**src/rtl/cpu_pause_pkg.sv**
```systemverilog
package cpu_pause_pkg;

    localparam int unsigned DEF_DIV_W   = 10;
    localparam int unsigned DEF_CLK_TAP = 3;

    typedef enum logic {
        PAUSE_BY_STRETCH = 1'b0,
        PAUSE_BY_READY   = 1'b1
    } pause_mode_e;

    // Decoded divider taps handed from the counter to the output stages.
    typedef struct packed {
        logic clk_level;      // current processor clock phase tap
        logic clk_rise_next;  // processor clock tap rises at the coming edge
        logic halt_now;       // window bit as currently held
        logic halt_next;      // window bit after the coming edge
    } div_taps_t;

    function automatic pause_mode_e decode_mode(input logic sel);
        return sel ? PAUSE_BY_READY : PAUSE_BY_STRETCH;
    endfunction

    function automatic logic tap_rises(input logic now_bit, input logic next_bit);
        return ~now_bit & next_bit;
    endfunction

endpackage

```
**src/rtl/cpu_pause_divider.sv**
```systemverilog
module cpu_pause_divider
    import cpu_pause_pkg::*;
#(
    parameter int unsigned DIV_W   = DEF_DIV_W,
    parameter int unsigned CLK_TAP = DEF_CLK_TAP
) (
    input  logic      clk_i,
    input  logic      rst_i,
    output div_taps_t taps_o
);
    localparam int unsigned HALT_TAP = DIV_W - 1;

    logic [DIV_W-1:0] cnt_q;
    logic [DIV_W-1:0] cnt_d;

    assign cnt_d = cnt_q + {{(DIV_W-1){1'b0}}, 1'b1};

    always_ff @(posedge clk_i) begin
        if (rst_i) begin
            cnt_q <= '0;
        end else begin
            cnt_q <= cnt_d;
        end
    end

    always_comb begin
        taps_o.clk_level     = cnt_q[CLK_TAP];
        taps_o.clk_rise_next = tap_rises(cnt_q[CLK_TAP], cnt_d[CLK_TAP]) & ~rst_i;
        taps_o.halt_now      = cnt_q[HALT_TAP];
        taps_o.halt_next     = cnt_d[HALT_TAP];
    end
endmodule

```
**src/rtl/cpu_pause_clkshape.sv**
```systemverilog
module cpu_pause_clkshape
    import cpu_pause_pkg::*;
(
    input  pause_mode_e mode_i,
    input  div_taps_t   taps_i,
    output logic        cpu_clk_o
);
    always_comb begin
        cpu_clk_o = taps_i.clk_level;
        if (mode_i == PAUSE_BY_STRETCH && taps_i.halt_now) begin
            cpu_clk_o = 1'b1;
        end
    end
endmodule

```
**src/rtl/cpu_pause_ready.sv**
```systemverilog
module cpu_pause_ready
    import cpu_pause_pkg::*;
(
    input  logic        clk_i,
    input  logic        rst_i,
    input  pause_mode_e mode_i,
    input  div_taps_t   taps_i,
    output logic        ready_o
);
    logic ready_q;

    // Loaded only on oscillator edges that form a processor clock rising edge.
    always_ff @(posedge clk_i) begin
        if (rst_i) begin
            ready_q <= 1'b1;
        end else if (mode_i == PAUSE_BY_STRETCH) begin
            ready_q <= 1'b1;
        end else if (taps_i.clk_rise_next) begin
            ready_q <= ~taps_i.halt_next;
        end
    end

    assign ready_o = ready_q;
endmodule

```
**src/rtl/cpu_pause_gen.sv**
```systemverilog
module cpu_pause_gen
    import cpu_pause_pkg::*;
#(
    parameter int unsigned DIV_W   = DEF_DIV_W,
    parameter int unsigned CLK_TAP = DEF_CLK_TAP
) (
    input  logic clk_i,
    input  logic rst_i,
    input  logic mode_i,
    output logic cpu_clk_o,
    output logic ready_o,
    output logic halt_o
);
    pause_mode_e mode;
    div_taps_t   taps;

    assign mode = decode_mode(mode_i);

    cpu_pause_divider #(
        .DIV_W  (DIV_W),
        .CLK_TAP(CLK_TAP)
    ) u_div (
        .clk_i (clk_i),
        .rst_i (rst_i),
        .taps_o(taps)
    );

    cpu_pause_clkshape u_shape (
        .mode_i   (mode),
        .taps_i   (taps),
        .cpu_clk_o(cpu_clk_o)
    );

    cpu_pause_ready u_rdy (
        .clk_i  (clk_i),
        .rst_i  (rst_i),
        .mode_i (mode),
        .taps_i (taps),
        .ready_o(ready_o)
    );

    assign halt_o = taps.halt_now;
endmodule

```
**config.mk**
```make
export PLATFORM = sky130hd
export DESIGN_NAME = cpu_pause_gen
export DESIGN_NICKNAME = d
export VERILOG_FILES = /design/src/rtl/cpu_pause_pkg.sv /design/src/rtl/cpu_pause_divider.sv /design/src/rtl/cpu_pause_clkshape.sv /design/src/rtl/cpu_pause_ready.sv /design/src/rtl/cpu_pause_gen.sv
export SDC_FILE = /design/constraint.sdc
export NUM_CORES = 1
export LEC_CHECK = 0
export CAP_MARGIN = 0
export CORE_AREA = 3 3 40 42
export DETAILED_ROUTE_END_ITERATION = 8
export DIE_AREA = 0 0 43 45
export HOLD_SLACK_MARGIN = 0.15
export PLACE_DENSITY = 0.57
export SYNTH_ARGS = -nofsm -noshare
export SYNTH_HDL_FRONTEND = slang
export SYNTH_HIERARCHICAL = 1
export SYNTH_SLANG_ARGS = --single-unit
```
**constraint.sdc**
```tcl
create_clock -name clk_i -period 3.85 [get_ports clk_i]
set_input_delay 0.5775 -clock clk_i [delete_from_list [all_inputs] [get_ports clk_i]]
set_output_delay 0.5775 -clock clk_i [all_outputs]
set_load 0.02 [all_outputs]
```
==> results.txt, run 1 <==
Synth Instances: 58
Top-count cell post-synth: dfxtp_1
Fraction of the cycle the final worst path needs: 61.2%
Initial DRC Count: 3
DP Worst Slack: 1490 ps
Average via count per standard cell: 4.94
Initial Util: 40.3%
Synthesized Nets: 63
Minimum clock period: 2360 ps
Die X: 43 um
Number of global-route vias before repair: 382
WHS: 447 ps
Final ANT Viol Nets: 0
Fraction of layout instances using a drive strength above 1: 15.9%
Clk_lat worst skew: 270 ps
Area leader, netlist: dfxtp_1
Total GRT Usage: 11.0%
Die H: 45 um
CORE AREA: 1280 um^2
DRC Markers: 0
Leakage: 0.235 nW
H-tree depth: 1
IO buf count: 5
TritonCTS buffer count: 3
Synth-to-Final Area Change: 13.5%
Root Buffer: clkbuf_4
Final worst setup slack: 1490 ps
Maximum VDD drop: 0.000197 V
CP max FO: 2
# diodes: 0
Critical Path Sink Type: output pin
Nets: 69
CTS clk-pin slew, worst paths: 70 ps
Drt first pass iters: 4
Routed length per instance: 10.1 um
Max cap viols: 0
Global-route wire length before repair: 1550 um
# fillers: 130
Postcts setup bufs: 0
Avg Inst Size Synth: 8.93 um^2
Outcome: complete, no violations
Slew Limit Fails: 0
Critical path type: input pin to output pin
Final setup viols: 0
Final HPWL DP: 584 um
Tightest Hold Check Type: flop to flop
Worst setup SP type: input pin
Cell area after synthesis: 518 um^2
Clock Skew: 6.17 ps
GPL Wtd Cong: 0.717
Ys flop type: dfxtp_1
Slew margin rel.: 68.3%
CTS tree: done
Yosys reg bits: 11
Rows: 13
Required time of the critical path: 3270 ps
Pwr Density: 348 nW/um^2
CTS Hold Bufs: 0
Total power: 0.205 mW
Register area share after synthesis: 42.5%
Syn. warnings: 6
F_max: 0.425 GHz
Post-synth EDFFs: 0
Slew @ Worst Pin: 474 ps
Via Count: 385
RSZ-0062 raised after global routing: false
GRT Residual Overflow: 0
Largest net degree at the start of global routing: 14
Synth area leaders: dfxtp_1 43%, ha_1 4.8%, nor2b_1 4.8%
Post-CTS sizing: 0
Setup TNS: 0 ps
Ys async rst share: 0%
IO Pins: 6
Worst Path Arrival: 1780 ps
Synth top area share: 42.5%
Clock Sinks: 11
WL final: 785 um
Commonest cells post-synth: 11 x dfxtp_1, 6 x nor2_1, 5 x inv_1
Post-synth cell types: 23
Final Hold Viols: 0
Antenna violations before repair: 0
Clk buf depth: 2
Die area: 1940 um^2
cell families (layout without fill, tap and decap cells):
family | count (synthesis) | after routing | synth area share (%)
xor gates and xnor gates | 3 | 3 | 5.07
and+or+nand+nor | 22 | 22 | 25.4
DFF | 11 | 11 | 42.5
buffers and inverters | 9 | 14 | 8.70
AOI/OAI and AO/OA | 10 | 10 | 11.4
adders and majority gates | 2 | 2 | 4.83
muxes | 1 | 1 | 2.17
metrics by stage:
step	cells	instance area [um^2]	utilization [%]
finish	78	588	45.8
global route	78	588	45.8
CTS	78	588	45.8
detailed placement	74	561	43.6
global placement	74	561	43.6
floorplan	58	518	-
cells in the final DEF (no fill, tap or decap):
cell / instances
nor4_2: 1
nor2b_1: 4
nand4_2: 1
dfxtp_1: 11
a21oi_1: 4
or4_1: 1
and2_4: 1
o21ai_2: 1
ha_1: 2
xor2_1: 2
mux2_2: 1
o31ai_1: 1
clkbuf_4: 3
a21o_1: 1
or3_2: 1
xnor2_1: 1
nand3_1: 3
nand2_1: 2
clkinv_2: 1
or3_1: 2
inv_1: 5
nor2_1: 6
o21ai_0: 3
clkdlybuf4s50_1: 5
worst max-delay path, cell delays in order:
cell,delay [ps]
clkdlybuf4s50_1,470
inv_1,40
a21o_1,160
clkdlybuf4s50_1,530
layer usage:
metal	part of all wire (%)	wire (um)	track usage, %
met1	47	370	12.9
met2	45	350	16.2
met5	0	0	0
met3	6.6	52	5.18
met4	1.5	12	7.23
flip-flops by register name (all words and copies together) (netlist names):
register and flops:
u_rdy/ready_o 1, u_div/cnt_q 10
path summary, 6_finish.rpt:
| check | start | endpoint | slack (ps) | depth (start not counted) |
|---|---|---|---|---|
| setup reg to reg | u_div/cnt_q[3] | u_rdy/ready_o | 2380 | 5 |
| setup / recovery | mode_i | cpu_clk_o | 1490 | 4 |
| hold / removal | u_div/cnt_q[0] | u_div/cnt_q[0] | 450 | 1 |
| hold reg to reg | u_div/cnt_q[0] | u_div/cnt_q[0] | 450 | 1 |
layout make-up:
cell class                 count  area (um^2)  share of cell area (%)
clock buffer                   3         22.5                    3.83
clock inverter                 1         5.00                   0.851
inverter                       5         18.8                    3.19
multi-input combinational     38          253                    43.0
sequential                    11          220                    37.4
tap                           15         18.8                    3.19
timing repair buffer           5         50.0                    8.51
power breakdown:
| group | switching, mW | internal (mW) | leakage (nW) |
|---|---|---|---|
| Sequential | 0.00201 | 0.116 | 0.0893 |
| Combinational | 0.00455 | 0.00498 | 0.128 |
| Clock | 0.0383 | 0.0384 | 0.0177 |
Power figures use the tool's default switching activity.
==> run 2: changes to the inputs <==
PLACE_DENSITY = 0.59   (was 0.57)
clock period = 2 ns   (was 3.85 ns; I/O delays follow)
==> run 2 against run 1 <==
Net effect: worst setup slack got worse by 1300 ps; register-to-register slack got worse by 1800 ps; via count fell by 0.26%; critical path depth did not move; cell count did not move; count of clock-buffer cells in the layout rose by 1; core utilization fell by 0.097 points; sequential power rose by 93%; flip-flop and latch count did not move; wire length rose by 2.5%; sequential share of layout area rose by 0.080 points; highest routed layer unchanged.
==> results.txt, run 2 (synthesis gave the netlist of run 1 again) <==
Outcome: complete, no violations (unchanged)
Clk_lat worst skew: 260 ps (was 270 ps)
Critical Path Sink Type: output pin (unchanged)
Final setup viols: 0 (unchanged)
Fraction of the cycle the final worst path needs: 89.9%
Clock Skew: 2.14 ps (was 6.17 ps)
Slew margin rel.: 68.6% (was 68.3%)
Required time of the critical path: 1700 ps (was 3270 ps)
Cells along the critical path: clkdlybuf4s50_1, inv_1, a21o_1, clkdlybuf4s50_1 (unchanged)
Initial Util: 40.3% (unchanged)
Root Buffer: clkbuf_4 (unchanged)
IO buf count: 5 (unchanged)
Area of the multi-input gates: 253 um^2 (unchanged)
Max stage delay on crit path: 520 ps (was 530 ps)
Finished layout cell area: 587 um^2 (was 588 um^2)
Most used cell, CP: clkdlybuf4s50_1 (unchanged)
Worst Path Buf+Inv: 3 (unchanged)
RSZ-0062 raised after global routing: false (unchanged)
DP Worst Slack: 204 ps (was 1490 ps)
Rows: 13 (unchanged)
Pwr Density: 669 nW/um^2 (was 348 nW/um^2)
# fillers: 136 (was 130)
F_max: 0.556 GHz
Fraction of layout instances using a drive strength above 1: 14.3% (was 15.9%)
Drt first pass iters: 2 (was 4)
WHS: 445 ps (was 447 ps)
Slew Limit Fails: 0 (unchanged)
Worst setup SP type: input pin (unchanged)
Nets: 69 (unchanged)
Global-route wire length before repair: 1520 um (was 1550 um)
GPL Wtd Cong: 0.686 (was 0.717)
Antenna violations before repair: 0 (unchanged)
Final HPWL DP: 594 um (was 584 um)
# diodes: 0 (unchanged)
Clk buf depth: 2 (unchanged)
CTS Hold Bufs: 0 (unchanged)
Clock power share: 37.1% (was 37.5%)
Sw frac: 20.8% (was 21.9%)
Placed Area: 561 um^2 (unchanged)
Most common cell after layout, fill and taps aside: dfxtp_1 (unchanged)
Routed length per instance: 10.3 um (was 10.1 um)
Top reg by flops: u_div/cnt_q (unchanged)
Final ANT Viol Nets: 0 (unchanged)
Setup TNS: 0 ps (unchanged)
CTS tree: done (unchanged)
Final Hold Viols: 0 (unchanged)
Total GRT Usage: 11.2% (was 11.0%)
Critical path type: input pin to output pin (unchanged)
Max reg flops: 10 (unchanged)
DRC Markers: 0 (unchanged)
Average via count per standard cell: 4.92 (was 4.94)
WL final: 805 um (was 785 um)
Postcts setup bufs: 0 (unchanged)
Largest net degree at the start of global routing: 14 (unchanged)
IO Pins: 6 (unchanged)
Die X: 43 um (unchanged)
H-tree depth: 1 (unchanged)
Via Count: 384 (was 385)
Die H: 45 um (unchanged)
Initial DRC Count: 4 (was 3)
Minimum clock period: 1800 ps
Worst Path Arrival: 1500 ps (was 1780 ps)
Post-CTS sizing: 0 (unchanged)
Number of global-route vias before repair: 342 (was 382)
GRT Residual Overflow: 0 (unchanged)
Total power: 0.393 mW (was 0.205 mW)
Max cap viols: 0 (unchanged)
Leakage: 0.232 nW (was 0.235 nW)
CTS clk-pin slew, worst paths: 60 ps (was 70 ps)
CP max FO: 2 (unchanged)
Most frequent cells in the layout: 11 x dfxtp_1, 6 x nor2_1, 5 x clkdlybuf4s50_1, 5 x inv_1 (unchanged)
Final worst setup slack: 201 ps (was 1490 ps)
Slowest cell on crit path: clkdlybuf4s50_1 (unchanged)
Die area: 1940 um^2 (unchanged)
Gate power share: 4.8% (was 4.7%)
Seq pwr share: 58.0% (was 57.9%)
Maximum VDD drop: 0.000355 V (was 0.000197 V)
Clock Sinks: 11 (unchanged)
Register area: 220 um^2 (unchanged)
Net switching power: 0.0817 mW (was 0.0448 mW)
Internal Power: 0.311 mW (was 0.160 mW)
CORE AREA: 1280 um^2 (unchanged)
Worst path top cell family by delay: buffers and inverters (unchanged)
Tightest Hold Check Type: flop to flop (unchanged)
Slew @ Worst Pin: 470 ps (was 474 ps)
Synth-to-Final Area Change: 13.3% (was 13.5%)
TritonCTS buffer count: 3 (unchanged)
==> run 2: changes by cell type in the layout (fill, tap and decap cells not counted) <==
cell and change:
clkbuf_1 +1, clkinv_2 -1
==> run 2: stage by stage <==
stage / cells / utilization, %
2_1_floorplan: 58 / -
3_3_place_gp: 74 / 43.6
3_5_place_dp: 74 / 43.6
4_1_cts: 78 / 45.7
5_1_grt: 78 / 45.7
6_report: 78 / 45.7
==> run 2: final cells by class <==
class / instances / area share (%)
multi-input combinational: 38 / 43.1
timing repair buffer: 5 / 8.53
clock buffer: 4 / 4.48
tap: 15 / 3.20
inverter: 5 / 3.20
sequential: 11 / 37.5
==> run 2: power by group through the flow <==
stage | clock network [mW] | registers [mW] | logic (mW)
3_3_place_gp | 0 | 0.233 | 0.0185
6_report | 0.146 | 0.228 | 0.0190
2_1_floorplan | 0 | 0.232 | 0.0121
4_1_cts | 0.157 | 0.228 | 0.0195
3_5_place_dp | 0 | 0.233 | 0.0192
5_1_grt | 0.170 | 0.228 | 0.0227
==> run 2: layer usage <==
| metal | vias to the layer above | part of all wire, % | global-route usage (%) |
|---|---|---|---|
| li1 | 201 | - | - |
| met3 | 2 | 8.4 | 7.57 |
| met1 | 171 | 46 | 12.9 |
| met4 | 0 | 1.4 | 5.42 |
| met5 | - | 0 | 0 |
| met2 | 10 | 44 | 15.9 |
==> run 2: path summary, 6_finish.rpt <==
kind	startpoint	end	slack, ps	cells past startpoint
hold reg to reg	u_div/cnt_q[0]	u_div/cnt_q[0]	450	1
setup reg to reg	u_div/cnt_q[3]	u_rdy/ready_o	540	5
hold / removal	u_div/cnt_q[0]	u_div/cnt_q[0]	450	1
setup / recovery	mode_i	cpu_clk_o	200	4
==> run 3: changes to the inputs <==
CTS_BUF_LIST = sky130_fd_sc_hd__clkbuf_8   (was unset)
==> run 3 against run 2 <==
Net effect: worst setup slack improved by 2.3 ps; cell count unchanged; clock power is 42% higher; highest routed layer unchanged; flip-flop and latch count did not move; die area stayed put; sequential share of layout area is 1.2 points lower; combinational power about the same; worst hold slack worse by 2.7 ps.
==> results.txt, run 3 (synthesis gave the netlist of run 1 again) <==
Clk_lat worst skew: 230 ps (was 260 ps)
Gate power share: 4.2% (was 4.8%)
Pwr Density: 753 nW/um^2 (was 669 nW/um^2)
Clock power share: 45.6% (was 37.1%)
F_max: 0.557 GHz (was 0.556 GHz)
GRT Residual Overflow: 0 (unchanged)
Max reg flops: 10 (unchanged)
Worst setup SP type: input pin (unchanged)
CP max FO: 2 (unchanged)
Internal Power: 0.369 mW (was 0.311 mW)
Worst Path Arrival: 1500 ps (about the same)
Nets: 69 (unchanged)
Final ANT Viol Nets: 0 (unchanged)
Finished Layout Cells: 78 (unchanged)
Worst path top cell family by delay: buffers and inverters (unchanged)
Most common cell after layout, fill and taps aside: dfxtp_1 (unchanged)
Die area: 1940 um^2 (unchanged)
Slew @ Worst Pin: 466 ps (was 470 ps)
Fraction of the cycle the final worst path needs: 89.8% (was 89.9%)
Final setup viols: 0 (unchanged)
WL final: 799 um (was 805 um)
Worst Path Buf+Inv: 3 (unchanged)
Drt first pass iters: 4 (was 2)
CTS Hold Bufs: 0 (unchanged)
Register area: 220 um^2 (unchanged)
Slew margin rel.: 68.8% (was 68.6%)
Most used cell, CP: clkdlybuf4s50_1 (unchanged)
Tightest Hold Check Type: flop to flop (unchanged)
Critical Path Sink Type: output pin (unchanged)
Top reg by flops: u_div/cnt_q (unchanged)
Initial Util: 40.3% (unchanged)
Net switching power: 0.0870 mW (was 0.0817 mW)
CTS clk-pin slew, worst paths: 40 ps (was 60 ps)
Slew Limit Fails: 0 (unchanged)
Sw frac: 19.1% (was 20.8%)
Most frequent cells in the layout: 11 x dfxtp_1, 6 x inv_1, 6 x nor2_1, 5 x clkdlybuf4s50_1 (was 11 x dfxtp_1, 6 x nor2_1, 5 x clkdlybuf4s50_1, 5 x inv_1)
DRC Markers: 0 (unchanged)
Global-route wire length before repair: 1490 um (was 1520 um)
Largest net degree at the start of global routing: 14 (unchanged)
Inst Count DP: 74 (unchanged)
Max stage delay on crit path: 520 ps (about the same)
Routed length per instance: 10.2 um (was 10.3 um)
Outcome: complete, no violations (unchanged)
Clk buf depth: 2 (unchanged)
Area of the multi-input gates: 253 um^2 (unchanged)
Leakage: 0.244 nW (was 0.232 nW)
Seq pwr share: 50.2% (was 58.0%)
Total GRT Usage: 10.9% (was 11.2%)
Clock Skew: 3.27 ps (was 2.14 ps)
TritonCTS buffer count: 3 (unchanged)
Final HPWL DP: 594 um (unchanged)
Setup TNS: 0 ps (unchanged)
Final Hold Viols: 0 (unchanged)
IO buf count: 5 (unchanged)
Number of global-route vias before repair: 340 (was 342)
Required time of the critical path: 1700 ps (about the same)
Clock Sinks: 11 (unchanged)
GPL Wtd Cong: 0.686 (unchanged)
Fraction of layout instances using a drive strength above 1: 14.3% (unchanged)
Antenna violations before repair: 0 (unchanged)
Initial DRC Count: 3 (was 4)
RSZ-0062 raised after global routing: false (unchanged)
Root Buffer: clkbuf_8 (was clkbuf_4)
CTS tree: done (unchanged)
Slowest cell on crit path: clkdlybuf4s50_1 (unchanged)
H-tree depth: 1 (unchanged)
# fillers: 132 (was 136)
Cells along the critical path: clkdlybuf4s50_1, inv_1, a21o_1, clkdlybuf4s50_1 (unchanged)
# diodes: 0 (unchanged)
Die H: 45 um (unchanged)
Minimum clock period: 1800 ps (about the same)
Via Count: 384 (unchanged)
Die X: 43 um (unchanged)
Average via count per standard cell: 4.92 (unchanged)
CORE AREA: 1280 um^2 (unchanged)
Maximum VDD drop: 0.000368 V (was 0.000355 V)
Max cap viols: 0 (unchanged)
Rows: 13 (unchanged)
WHS: 442 ps (was 445 ps)
Postcts setup bufs: 0 (unchanged)
Synth-to-Final Area Change: 16.9% (was 13.3%)
Post-CTS sizing: 0 (unchanged)
Critical path type: input pin to output pin (unchanged)
IO Pins: 6 (unchanged)
-- run 3: changes by cell type in the layout (fill, tap and decap cells not counted), sizes merged --
cell / change
clkbuf: -1
inv: +1
-- run 3: cell type report --
class | instances | area share, %
Tap cell | 15 | 3.10
Inverter | 5 | 3.10
Multi-Input combinational cell | 38 | 41.7
Clock buffer | 3 | 6.82
Timing Repair Buffer | 5 | 8.26
Sequential cell | 11 | 36.4
Clock inverter | 1 | 0.620
-- run 3: power groups by stage --
stage | Sequential, mW | Clock, mW | Combinational, mW
2_1_floorplan | 0.232 | 0 | 0.0121
3_3_place_gp | 0.233 | 0 | 0.0185
3_5_place_dp | 0.233 | 0 | 0.0192
4_1_cts | 0.229 | 0.221 | 0.0196
5_1_grt | 0.229 | 0.232 | 0.0227
6_report | 0.229 | 0.208 | 0.0190
-- run 3: path summary, 6_finish.rpt --
path	start	endpoint	slack, ps	cells after the start
worst max-delay path	mode_i	cpu_clk_o	200	4
worst min-delay path	u_div/cnt_q[0]	u_div/cnt_q[0]	440	1
worst max register to register	u_div/cnt_q[3]	u_rdy/ready_o	540	5
worst min register to register	u_div/cnt_q[0]	u_div/cnt_q[0]	440	1
-- run 3: metrics by stage --
step | setup WS [ps] | power [mW] | area (um^2) | util, %
after global placement | 212 | 0.252 | 561 | 43.6
final | 204 | 0.456 | 606 | 47.1
after CTS | 203 | 0.469 | 606 | 47.1
after floorplan | 619 | 0.244 | 518 | -
after global routing | 141 | 0.484 | 606 | 47.1
after detailed placement | 204 | 0.252 | 561 | 43.6
-- run 3: routing by layer --
metal / global-route usage (%) / vias to the layer above / routed length, um
li1: - / 201 / -
met1: 12.9 / 173 / 372
met2: 15.9 / 8 / 355
met3: 6.37 / 2 / 58
met4: 5.42 / 0 / 12
met5: 0 / - / 0
